--- config.mk ---
export PLATFORM = sky130hd
export DESIGN_NAME = timer_pair
export DESIGN_NICKNAME = d
export VERILOG_FILES = /design/src/rtl/timer_pair_pkg.sv /design/src/rtl/timer_pair_prescale.sv /design/src/rtl/timer_pair_edge.sv /design/src/rtl/timer_pair_core.sv /design/src/rtl/timer_pair.sv
export SDC_FILE = /design/constraint.sdc
export NUM_CORES = 1
export LEC_CHECK = 0
export ABC_AREA = 1
export BUFFER_PORTS_ARGS = -buffer_cell sky130_fd_sc_hd__buf_2
export CORE_UTILIZATION = 35
export CTS_CLUSTER_DIAMETER = 80
export DETAILED_ROUTE_END_ITERATION = 7
export PLACE_DENSITY = 0.58
export RECOVER_POWER = 50
export SYNTH_ARGS = -nofsm -noshare
export SYNTH_HDL_FRONTEND = slang
export SYNTH_HIERARCHICAL = 1
export SYNTH_SLANG_ARGS = --single-unit
--- constraint.sdc ---
create_clock -name clk -period 4.12 [get_ports clk]
set_input_delay 0.412 -clock clk [delete_from_list [all_inputs] [get_ports clk]]
set_output_delay 0.412 -clock clk [all_outputs]
set_load 0.01 [all_outputs]
--- src/rtl/timer_pair_pkg.sv ---
// Shared types and register addresses for the dual timer/counter.
package timer_pair_pkg;
    localparam int BYTE_W = 8;
    localparam int ADDR_W = 3;

    // Counting mode held in bits 1:0 of each timer nibble.
    typedef enum logic [1:0] {
        TM_13B    = 2'b00,
        TM_16B    = 2'b01,
        TM_RELOAD = 2'b10,
        TM_SPLIT  = 2'b11
    } tmode_e;

    // One timer nibble: gate enable, external-count select, mode.
    typedef struct packed {
        logic   gate;
        logic   ext;
        tmode_e mode;
    } tcfg_t;

    localparam logic [ADDR_W-1:0] RA_MODE = 3'd0;
    localparam logic [ADDR_W-1:0] RA_RUN  = 3'd1;
    localparam logic [ADDR_W-1:0] RA_LO0  = 3'd2;
    localparam logic [ADDR_W-1:0] RA_HI0  = 3'd3;
    localparam logic [ADDR_W-1:0] RA_LO1  = 3'd4;
    localparam logic [ADDR_W-1:0] RA_HI1  = 3'd5;
    localparam logic [ADDR_W-1:0] RA_FLAG = 3'd6;
endpackage

--- src/rtl/timer_pair_prescale.sv ---
// Free-running clock divider. It gives a one-cycle tick every DIV clocks.
// Assumes DIV >= 2. The phase restarts at reset.
module timer_pair_prescale #(
    parameter int DIV = 12
) (
    input  logic clk,
    input  logic rst_n,
    output logic tick
);
    localparam int CW = (DIV > 1) ? $clog2(DIV) : 1;
    localparam logic [CW-1:0] LAST = CW'(DIV - 1);

    logic [CW-1:0] cnt_q;

    assign tick = (cnt_q == LAST);

    // Count 0..DIV-1 and wrap.
    always_ff @(posedge clk) begin
        if (!rst_n)    cnt_q <= '0;
        else if (tick) cnt_q <= '0;
        else           cnt_q <= cnt_q + 1'b1;
    end
endmodule

--- src/rtl/timer_pair_edge.sv ---
// Falling-edge finder for one external count pin. It samples the pin only
// on sample-enable cycles and reports 1-then-0 across two samples.
// Assumes the pin is already synchronous to clk.
module timer_pair_edge (
    input  logic clk,
    input  logic rst_n,
    input  logic smp_en,
    input  logic pin,
    output logic fall
);
    logic prev_q;

    assign fall = smp_en & prev_q & ~pin;

    // Remember the pin level seen at the last sample.
    always_ff @(posedge clk) begin
        if (!rst_n)      prev_q <= 1'b0;
        else if (smp_en) prev_q <= pin;
    end
endmodule

--- src/rtl/timer_pair_core.sv ---
// Count bytes of one timer and their next-state logic in the four modes.
// inc advances the main counter. inc_hi advances the high byte alone and
// only has an effect in split mode. Byte writes override counting.
// The overflow outputs are combinational and valid in the cycle of the count.
module timer_pair_core
    import timer_pair_pkg::*;
#(
    parameter int BW    = BYTE_W,
    parameter int LOW_W = 5
) (
    input  logic          clk,
    input  logic          rst_n,
    input  tmode_e        mode,
    input  logic          inc,
    input  logic          inc_hi,
    input  logic          wr_lo,
    input  logic          wr_hi,
    input  logic [BW-1:0] wdata,
    output logic [BW-1:0] lo,
    output logic [BW-1:0] hi,
    output logic          ovf,
    output logic          ovf_hi
);
    localparam int NAR_W = BW + LOW_W;
    localparam int WID_W = 2 * BW;

    logic [BW-1:0]    lo_q, hi_q, lo_n, hi_n;
    logic [NAR_W-1:0] nar, nar_inc;
    logic [WID_W-1:0] wid, wid_inc;

    assign nar     = {hi_q, lo_q[LOW_W-1:0]};
    assign nar_inc = nar + 1'b1;
    assign wid     = {hi_q, lo_q};
    assign wid_inc = wid + 1'b1;

    // Next count value and overflow for the selected mode.
    always_comb begin
        lo_n   = lo_q;
        hi_n   = hi_q;
        ovf    = 1'b0;
        ovf_hi = 1'b0;
        if (inc) begin
            unique case (mode)
                TM_13B: begin
                    ovf               = &nar;
                    hi_n              = nar_inc[NAR_W-1:LOW_W];
                    lo_n[LOW_W-1:0]   = nar_inc[LOW_W-1:0];
                end
                TM_16B: begin
                    ovf          = &wid;
                    {hi_n, lo_n} = wid_inc;
                end
                TM_RELOAD: begin
                    ovf  = &lo_q;
                    lo_n = (&lo_q) ? hi_q : lo_q + 1'b1;
                end
                TM_SPLIT: begin
                    ovf  = &lo_q;
                    lo_n = lo_q + 1'b1;
                end
                default: ;
            endcase
        end
        if (inc_hi && mode == TM_SPLIT) begin
            ovf_hi = &hi_q;
            hi_n   = hi_q + 1'b1;
        end
        if (wr_lo) lo_n = wdata;
        if (wr_hi) hi_n = wdata;
    end

    // Count byte registers.
    always_ff @(posedge clk) begin
        if (!rst_n) begin
            lo_q <= '0;
            hi_q <= '0;
        end else begin
            lo_q <= lo_n;
            hi_q <= hi_n;
        end
    end

    assign lo = lo_q;
    assign hi = hi_q;

    // with no count and no write, both bytes hold
    a_r2_hold: assert property (@(posedge clk) disable iff (!rst_n)
        (!inc && !inc_hi && !wr_lo && !wr_hi) |=> ($stable(lo_q) && $stable(hi_q)));

    // in the 13-bit mode the upper low-byte bits keep their value
    a_r5_upper_kept: assert property (@(posedge clk) disable iff (!rst_n)
        (mode == TM_13B && !wr_lo) |=> (lo_q[BW-1:LOW_W] == $past(lo_q[BW-1:LOW_W])));

    // a wrap in reload mode copies the old high byte into the low byte
    a_r7_reload: assert property (@(posedge clk) disable iff (!rst_n)
        (mode == TM_RELOAD && inc && (&lo_q) && !wr_lo) |=> (lo_q == $past(hi_q)));

    // a 16-bit wrap leaves zero in both bytes
    a_r6_wrap_zero: assert property (@(posedge clk) disable iff (!rst_n)
        (mode == TM_16B && inc && (&wid) && !wr_lo && !wr_hi) |=> (lo_q == '0 && hi_q == '0));
endmodule

--- src/rtl/timer_pair.sv ---
// Dual four-mode timer/counter with a small register port.
// Each timer counts prescaler ticks or falling edges on its count pin. It
// runs under its run bit and, optionally, its gate pin. Overflows set
// level flags, and acknowledge pulses clear them. Timer 1's rollovers also
// give a rate pulse. Assumes DIV >= 2 and count/gate pins synchronous to clk.
module timer_pair
    import timer_pair_pkg::*;
#(
    parameter int DIV   = 12,
    parameter int LOW_W = 5
) (
    input  logic              clk,
    input  logic              rst_n,
    input  logic              bus_wr,
    input  logic [ADDR_W-1:0] bus_addr,
    input  logic [BYTE_W-1:0] bus_wdata,
    output logic [BYTE_W-1:0] bus_rdata,
    input  logic [1:0]        cnt_pin,
    input  logic [1:0]        gate_pin,
    input  logic [1:0]        irq_ack,
    output logic [1:0]        irq_flag,
    output logic              baud_tick
);
    localparam int NT = 2;
    localparam int NW = 4;

    logic [BYTE_W-1:0] mode_q;
    logic [NT-1:0]     run_q, flag_q, flag_set, ev, fall;
    logic              tick, baud_q;
    tmode_e            t0_mode, t1_mode;
    logic              split;
    logic [BYTE_W-1:0] lo0, hi0, lo1, hi1;
    logic              ovf0, ovfh0, ovf1, ovfh1;
    logic              wr_mode, wr_run, wr_flag;

    assign wr_mode = bus_wr && bus_addr == RA_MODE;
    assign wr_run  = bus_wr && bus_addr == RA_RUN;
    assign wr_flag = bus_wr && bus_addr == RA_FLAG;

    assign t0_mode = tmode_e'(mode_q[1:0]);
    assign t1_mode = tmode_e'(mode_q[NW+1:NW]);
    assign split   = (t0_mode == TM_SPLIT);

    timer_pair_prescale #(.DIV(DIV)) u_pre (
        .clk   (clk),
        .rst_n (rst_n),
        .tick  (tick)
    );

    // Per-timer enable, edge detect and count-event select.
    for (genvar i = 0; i < NT; i++) begin : g_src
        tcfg_t cfg;
        logic  en;
        assign cfg = tcfg_t'(mode_q[NW*i +: NW]);
        assign en  = run_q[i] & (~cfg.gate | gate_pin[i]);

        timer_pair_edge u_edge (
            .clk    (clk),
            .rst_n  (rst_n),
            .smp_en (tick),
            .pin    (cnt_pin[i]),
            .fall   (fall[i])
        );

        assign ev[i] = en & (cfg.ext ? fall[i] : tick);
    end

    timer_pair_core #(.BW(BYTE_W), .LOW_W(LOW_W)) u_t0 (
        .clk    (clk),
        .rst_n  (rst_n),
        .mode   (t0_mode),
        .inc    (ev[0]),
        .inc_hi (split & run_q[1] & tick),
        .wr_lo  (bus_wr && bus_addr == RA_LO0),
        .wr_hi  (bus_wr && bus_addr == RA_HI0),
        .wdata  (bus_wdata),
        .lo     (lo0),
        .hi     (hi0),
        .ovf    (ovf0),
        .ovf_hi (ovfh0)
    );

    timer_pair_core #(.BW(BYTE_W), .LOW_W(LOW_W)) u_t1 (
        .clk    (clk),
        .rst_n  (rst_n),
        .mode   (t1_mode),
        .inc    (ev[1] & ~split & (t1_mode != TM_SPLIT)),
        .inc_hi (1'b0),
        .wr_lo  (bus_wr && bus_addr == RA_LO1),
        .wr_hi  (bus_wr && bus_addr == RA_HI1),
        .wdata  (bus_wdata),
        .lo     (lo1),
        .hi     (hi1),
        .ovf    (ovf1),
        .ovf_hi (ovfh1)
    );

    assign flag_set[0] = ovf0;
    assign flag_set[1] = split ? ovfh0 : (ovf1 | ovfh1);

    // Mode byte and run bits, written by software only.
    always_ff @(posedge clk) begin
        if (!rst_n) begin
            mode_q <= '0;
            run_q  <= '0;
        end else begin
            if (wr_mode) mode_q <= bus_wdata;
            if (wr_run)  run_q  <= bus_wdata[NT-1:0];
        end
    end

    // Flags: a software write wins, then an overflow set, then an acknowledge.
    always_ff @(posedge clk) begin
        if (!rst_n) begin
            flag_q <= '0;
        end else begin
            for (int i = 0; i < NT; i++) begin
                if (wr_flag)          flag_q[i] <= bus_wdata[i];
                else if (flag_set[i]) flag_q[i] <= 1'b1;
                else if (irq_ack[i])  flag_q[i] <= 1'b0;
            end
        end
    end

    // Registered rate pulse from timer 1 rollovers.
    always_ff @(posedge clk) begin
        if (!rst_n) baud_q <= 1'b0;
        else        baud_q <= ovf1;
    end

    // Register read mux.
    always_comb begin
        unique case (bus_addr)
            RA_MODE: bus_rdata = mode_q;
            RA_RUN:  bus_rdata = {{(BYTE_W-NT){1'b0}}, run_q};
            RA_LO0:  bus_rdata = lo0;
            RA_HI0:  bus_rdata = hi0;
            RA_LO1:  bus_rdata = lo1;
            RA_HI1:  bus_rdata = hi1;
            RA_FLAG: bus_rdata = {{(BYTE_W-NT){1'b0}}, flag_q};
            default: bus_rdata = '0;
        endcase
    end

    assign irq_flag  = flag_q;
    assign baud_tick = baud_q;

    // an acknowledge with no competing set or write clears the flag
    a_r9_ack_clears: assert property (@(posedge clk) disable iff (!rst_n)
        (irq_ack[0] && !flag_set[0] && !wr_flag) |=> !irq_flag[0]);

    // timer 1 bytes freeze while timer 0 is split
    a_r8_t1_frozen: assert property (@(posedge clk) disable iff (!rst_n)
        (split && !(bus_wr && (bus_addr == RA_LO1 || bus_addr == RA_HI1)))
        |=> ($stable(lo1) && $stable(hi1)));

    // the rate pulse lasts one cycle
    a_r10_single_pulse: assert property (@(posedge clk) disable iff (!rst_n)
        baud_tick |=> !baud_tick);

    // in counter mode, with no pin fall and no write, timer 0 holds
    a_r3_no_fall_hold: assert property (@(posedge clk) disable iff (!rst_n)
        (mode_q[2] && !split && !fall[0] && !bus_wr) |=> ($stable(lo0) && $stable(hi0)));
endmodule

==> results of run 1 <==
[sequential cells by signal, indices dropped and copies added (netlist names)]
register             flops
baud_tick                1
g_src.u_edge/prev_q      2
irq_flag                 2
mode_q                   8
run_q                    2
u_pre/cnt_q              4
u_t0/hi                  8
u_t0/lo                  8
u_t1/hi                  8
u_t1/lo                  8
[metal layers]
layer	vias up	routed length, µm	part of all wire
met4	0	276	0.019
met2	140	6738	0.47
met5	-	0	0
met1	2136	6463	0.45
met3	20	782	0.055
li1	2381	-	-
[final cells by class]
cell class / instances / area, µm²
multi-input combinational: 543 / 2754
clock buffer: 5 / 125.1
fill: 1387 / 7307
sequential: 51 / 1021
timing repair buffer: 35 / 178.9
clock inverter: 3 / 33.78
tap: 147 / 183.9
inverter: 108 / 407.9
[cells in the mapped netlist, types with 2 or more instances]
cell / instances
inv_2: 13
nand2_1: 186
buf_6: 2
nand2_2: 8
nand3_2: 7
inv_1: 94
xnor2_1: 2
nor4_1: 6
nor2_1: 87
buf_4: 3
nor2_4: 8
nand3_1: 72
ha_1: 13
o21ai_1: 2
nor3_1: 3
nand4_1: 30
nand3b_1: 2
nor2_2: 7
or2_2: 4
a22oi_1: 4
dfxtp_1: 51
nor2_8: 2
o21ai_0: 22
nand2_4: 2
clkbuf_1: 9
a21oi_2: 2
buf_2: 5
o221ai_1: 2
a21boi_1: 2
a21oi_1: 57
xor2_1: 3
[cells in the final DEF, fill, tap and decap left out, types with 12 or more instances in the layout]
| master | instances |
|---|---|
| nand4_1 | 30 |
| nand2_1 | 188 |
| nor2_1 | 87 |
| buf_2 | 23 |
| inv_2 | 12 |
| o21ai_0 | 22 |
| nand3_1 | 73 |
| inv_1 | 95 |
| dfxtp_1 | 51 |
| a21oi_1 | 57 |
| ha_1 | 13 |
[critical path, stage by stage]
cell and delay [ns]:
clkbuf_1 0.69, inv_1 0.70, nor4_1 0.45, buf_4 0.24
nor2_1 0.15, a21oi_1 0.25, inv_1 0.13, a21oi_1 0.14
nand2_1 0.07, a21oi_1 0.11
[final timing paths]
check	to	slack, ns	cells after the start
worst max-delay path	u_t1/lo[5]	1.01	10
worst min-delay path	mode_q[3]	0.41	3
worst max register to register	u_t1/hi[2]	1.64	15
worst min register to register	u_pre/cnt_q[0]	0.48	1
[report_power, final]
group / switching (W) / internal, W
Clock: 0.000218 / 0.000236
Combinational: 0.0000904 / 0.0000337
Sequential: 0.0000128 / 0.000502
Total: 0.000321 / 0.000771
[kinds of logic (layout without fill, tap and decap cells)]
| family | after synthesis | count (layout) | synth area share |
|---|---|---|---|
| and+or+nand+nor | 426 | 426 | 0.4667 |
| buffers and inverters | 128 | 151 | 0.1197 |
| AOI/OAI and AO/OA | 98 | 98 | 0.1276 |
| DFF | 51 | 51 | 0.2371 |
| adders and majority gates | 13 | 13 | 0.03778 |
| xor gates and xnor gates | 5 | 5 | 0.01017 |
| other | 1 | 1 | 0.0008710 |
[through the flow]
| step | setup slack, ns | cell area (µm²) | total power, W |
|---|---|---|---|
| after global placement | 1.661 | 4569 | 0.0006475 |
| after CTS | 1.640 | 4728 | 0.001107 |
| after detailed placement | 1.598 | 4569 | 0.0006497 |
| after floorplan | 1.843 | 4305 | 0.0006031 |
| after global routing | 0.7775 | 4705 | 0.001138 |
| final | 1.009 | 4705 | 0.001092 |
==> impl_metrics.py, run 1 <==
metrics = {
    "clocking": {
        "cts.hold.buffers_added": 0,
        "insertion_delay_ns": 0.30,
        "root_buffer": "clkbuf_16",
        "cts.sink_count": 51,
        "post_cts_resized": 0,
        "post-cts-setup-buffers": 0,
        "numCtsBuffers": 5,
        "clkSlewWorstSetupHoldPaths_ns": 0.08,
        "cts_buffer_depth": 2,
        "cts_tree": "done",
        "h-tree-depth": 2,
    },
    "timing": {
        "fin_setup_tns_ns": 0,
        "period_share": 0.7550,
        "slew_headroom": 0.3695,
        "setup_viol_count_final": 0,
        "worst_pin_slew_ns": 0.9457,
        "slew_violations": 0,
        "fmax_mhz": 321.5,
        "hold_violations": 0,
        "fin_crit_ns": 3.111,
        "rsz0062_at_grt": "false",
        "clock_skew_ns": 0.01034,
        "hold_ws_ns": 0.4081,
    },
    "worst_setup_path": {
        "startpoint": "bus_addr[2]",
        "critPathArrivalTime_ns": 3.34,
        "critPathCaptureType": "register",
        "critPathMaxFanout": 32,
        "r2r-start": "u_pre/cnt_q[0]",
        "start_kind": "input pin",
        "path_class": "in -> reg",
        "crit_required_ns": 4.35,
    },
    "detailed_routing": {
        "initialDrtViolationCount": 366,
        "routedWlPerCell_um": 15.99,
        "drt_wl_total_um": 14260,
        "via_per_inst": 5.243,
        "drt_first_pass_iters": 5,
        "vias": 4677,
        "drtAntennaViolNets": 0,
        "remaining_drc_errors": 0,
    },
    "die": {
        "dieArea_um2": 12750,
        "rows": 40,
        "start_util": 0.3584,
        "die_h_um": 112.9,
        "core_area_um2": 12010,
        "num_io_pins": 31,
        "fp.dieW_um": 112.9,
    },
    "power_and_ir_drop": {
        "cellPowerDensity_nw_per_um2": 232.1,
        "ir_worst_vdd_v": 0.0001318,
        "leakage_nw": 2.237,
    },
    "synthesis": {
        "syn_nets": 755,
        "synth_area_per_cell_um2": 5.963,
        "yosysTopAreaCell": "dfxtp_1",
        "synth_area_leaders": "dfxtp_1 (24%), nand2_1 (16%), nand3_1 (8.4%)",
        "synth_cell_type_count": 43,
        "synth-edff-count": 0,
        "synthFlopType": "dfxtp_1",
        "async_flop_share": 0,
        "synth_top_area_frac": 0.2371,
        "ys_seq_elements": 51,
        "syn_area_um2": 4305,
        "yosysWarnings": 6,
        "yosysSeqAreaShare": 0.2371,
        "synthCells": 722,
    },
    "cells_and_area": {
        "syn_to_final_growth_pct": 9.271,
        "nets": 777,
        "layout.cells.non_filler": 892,
        "post_route_cells_drive_above_1_share": 0.1195,
        "antenna_cells": 0,
        "final_core_util": 0.3917,
    },
    "hold_path": {
        "hold_class": "in -> reg",
        "worstHoldStart": "bus_wdata[3]",
    },
    "run_status": {
        "status": "complete, no violations",
    },
    "place": {
        "hpwl_um": 11070,
        "gp_congestion": 0.8927,
        "place.port_buffers": 30,
        "placed_cells": 884,
    },
    "global_routing": {
        "grt_pass1_vias": 4178,
        "antenna_found_initial": 0,
        "met1_usage": 0.3000,
        "grtUsageMet2": 0.3897,
        "grt_pass1_wl_um": 22570,
        "grt-busiest-layer": "met2",
        "grt.met3_usage": 0.03589,
        "grt_overflow": 0,
        "grt_use_total": 0.2306,
        "grt_max_degree": 33,
    },
    "run": {
        "drv_cap": 0,
    },
}
(Power assumes the default switching activity.)
==> run 2, diff against run 1 <==
==> constraint.sdc (replaced) <==
create_clock -name clk -period 3 [get_ports clk]
set_input_delay 0.3 -clock clk [delete_from_list [all_inputs] [get_ports clk]]
set_output_delay 0.3 -clock clk [all_outputs]
set_load 0.01 [all_outputs]
==> run 2 against run 1 <==
Net effect:
- highest routed layer unchanged
- clock skew decreased by 0.0037 ns
- non-clock buffer count is 1 higher
- sequential power grew 37%
- critical path type is now reg -> reg
- first-iteration DRC count down 1.6%
==> impl_metrics.py, run 2 (synthesis gave the netlist of run 1 again) <==
metrics = {
    "run": {
        "drv_cap": 0,
    },
    "clocking": {
        "post_cts_resized": 0,
        "post-cts-setup-buffers": 0,
        "cts_buffer_depth": 2,
        "clkSlewWorstSetupHoldPaths_ns": 0.08,
        "h-tree-depth": 2,
        "root_buffer": "clkbuf_16",
        "numCtsBuffers": 5,
        "insertion_delay_ns": 0.31,
        "cts.hold.buffers_added": 0,
        "cts_tree": "done",
        "cts.sink_count": 51,
    },
    "worst_setup_path": {
        "critPathArrivalTime_ns": 2.83,
        "r2r_setup_slack_ns": 0.37,
        "startpoint": "u_pre/cnt_q[0]",
        "start_kind": "register",
        "path_class": "reg -> reg",
        "r2r-start": "u_pre/cnt_q[0]",
        "crit_required_ns": 3.21,
        "critPathCaptureType": "register",
        "critPathMaxFanout": 10,
    },
    "hold_path": {
        "hold_class": "in -> reg",
        "worstHoldStart": "bus_wdata[3]",
    },
    "timing": {
        "hold_violations": 0,
        "fmax_mhz": 380.7,
        "worst_pin_slew_ns": 0.9807,
        "worst_slack_ns": 0.3734,
        "period_share": 0.8755,
        "slew_headroom": 0.3462,
        "fin_crit_ns": 2.627,
        "rsz0062_at_grt": "false",
        "slew_violations": 0,
        "fin_setup_tns_ns": 0,
        "setup_viol_count_final": 0,
        "clock_skew_ns": 0.006686,
    },
    "power_and_ir_drop": {
        "power_frac_comb": 0.115,
        "cellPowerDensity_nw_per_um2": 321.1,
        "power_switching_w": 0.0004538,
        "sw_frac_of_total": 0.2998,
        "leakage_nw": 2.216,
        "ir_worst_vdd_v": 0.0002081,
        "pwr-share-seq": 0.466,
        "clkPwrFrac": 0.418,
        "p_int_w": 0.001060,
    },
    "die": {
        "start_util": 0.3584,
        "die_h_um": 112.9,
        "fp.dieW_um": 112.9,
        "dieArea_um2": 12750,
        "core_area_um2": 12010,
        "num_io_pins": 31,
        "rows": 40,
    },
    "detailed_routing": {
        "drtAntennaViolNets": 0,
        "vias": 4743,
        "remaining_drc_errors": 0,
        "via_per_inst": 5.311,
        "drt_wl_total_um": 14470,
        "routedWlPerCell_um": 16.21,
        "initialDrtViolationCount": 360,
        "drt_first_pass_iters": 5,
    },
    "global_routing": {
        "grt_overflow": 0,
        "grt_pass1_vias": 4289,
        "antenna_found_initial": 0,
        "grt_use_total": 0.2337,
        "grt_max_degree": 29,
        "grt_pass1_wl_um": 22780,
    },
    "place": {
        "pre_cts_ws_ns": 0.3936,
        "hpwl_um": 11080,
        "gp_congestion": 0.9326,
        "place.port_buffers": 30,
    },
    "cells_and_area": {
        "antenna_cells": 0,
        "final_common_cell": "nand2_1",
        "nets": 778,
        "post_route_cells_drive_above_1_share": 0.1166,
        "mostFrequentLayoutCells": "nand2_1 (187), inv_1 (95), nor2_1 (87), nand3_1 (73), a21oi_1 (57)",
        "final_core_util": 0.3924,
        "syn_to_final_growth_pct": 9.474,
    },
    "run_status": {
        "status": "complete, no violations",
    },
}
-- run 2: path summary, 6_finish.rpt --
kind                                  endpoint  cells past startpoint
worst max-delay path                u_t1/hi[1]                     14
worst min-delay path                 mode_q[3]                      3
worst max register to register      u_t1/hi[1]                     14
worst min register to register  u_pre/cnt_q[0]                      1
-- run 2: metrics by stage --
| stage | power (W) | cell area (µm²) | std cells | hold slack, ns |
|---|---|---|---|---|
| after global routing | 0.001582 | 4713 | 893 | 0.2942 |
| after floorplan | 0.0008283 | 4305 | 722 | 0.4204 |
| after detailed placement | 0.0008948 | 4577 | 885 | 0.4577 |
| after CTS | 0.001540 | 4736 | 893 | 0.2821 |
| final | 0.001514 | 4713 | 893 | 0.2877 |
| after global placement | 0.0008918 | 4577 | 885 | 0.4433 |
-- run 2: power by group through the flow --
stage | combinational [W] | clock (W) | sequential (W)
floorplan | 0.000113 | 0 | 0.000716
global placement | 0.000171 | 0 | 0.000721
detailed placement | 0.000173 | 0 | 0.000722
CTS | 0.000174 | 0.000660 | 0.000706
global route | 0.000192 | 0.000682 | 0.000708
finish | 0.000174 | 0.000633 | 0.000706
-- run 2: final cells by class --
| type | instances | area, µm² |
|---|---|---|
| Sequential cell | 51 | 1021 |
| Clock buffer | 5 | 125.1 |
| Timing Repair Buffer | 36 | 180.2 |
| Fill cell | 1342 | 7298 |
| Inverter | 108 | 407.9 |
| Multi-Input combinational cell | 543 | 2761 |
| Tap cell | 147 | 183.9 |
| Clock inverter | 3 | 33.78 |
-- run 2: worst max-delay path: stages, from the launching register on --
cell,delay (ns)
dfxtp_1,0.38
ha_1,0.21
nand3_1,0.10
inv_1,0.22
nand2_1,0.09
nor2_1,0.09
nand2_1,0.06
nand2_1,0.06
o211ai_1,0.11
nor2_1,0.20
inv_1,0.12
o21ai_2,0.45
inv_1,0.19
a21oi_1,0.17
nor2_1,0.06
-- run 2: routing by layer --
metal  global-route usage  up-vias  routed length [µm]
met5                    0        -                   0
met4               0.1175        0                 570
met3              0.03428       36                1010
met2               0.3708      181                6494
met1               0.3098     2141                6396
li1                     -     2385                   -
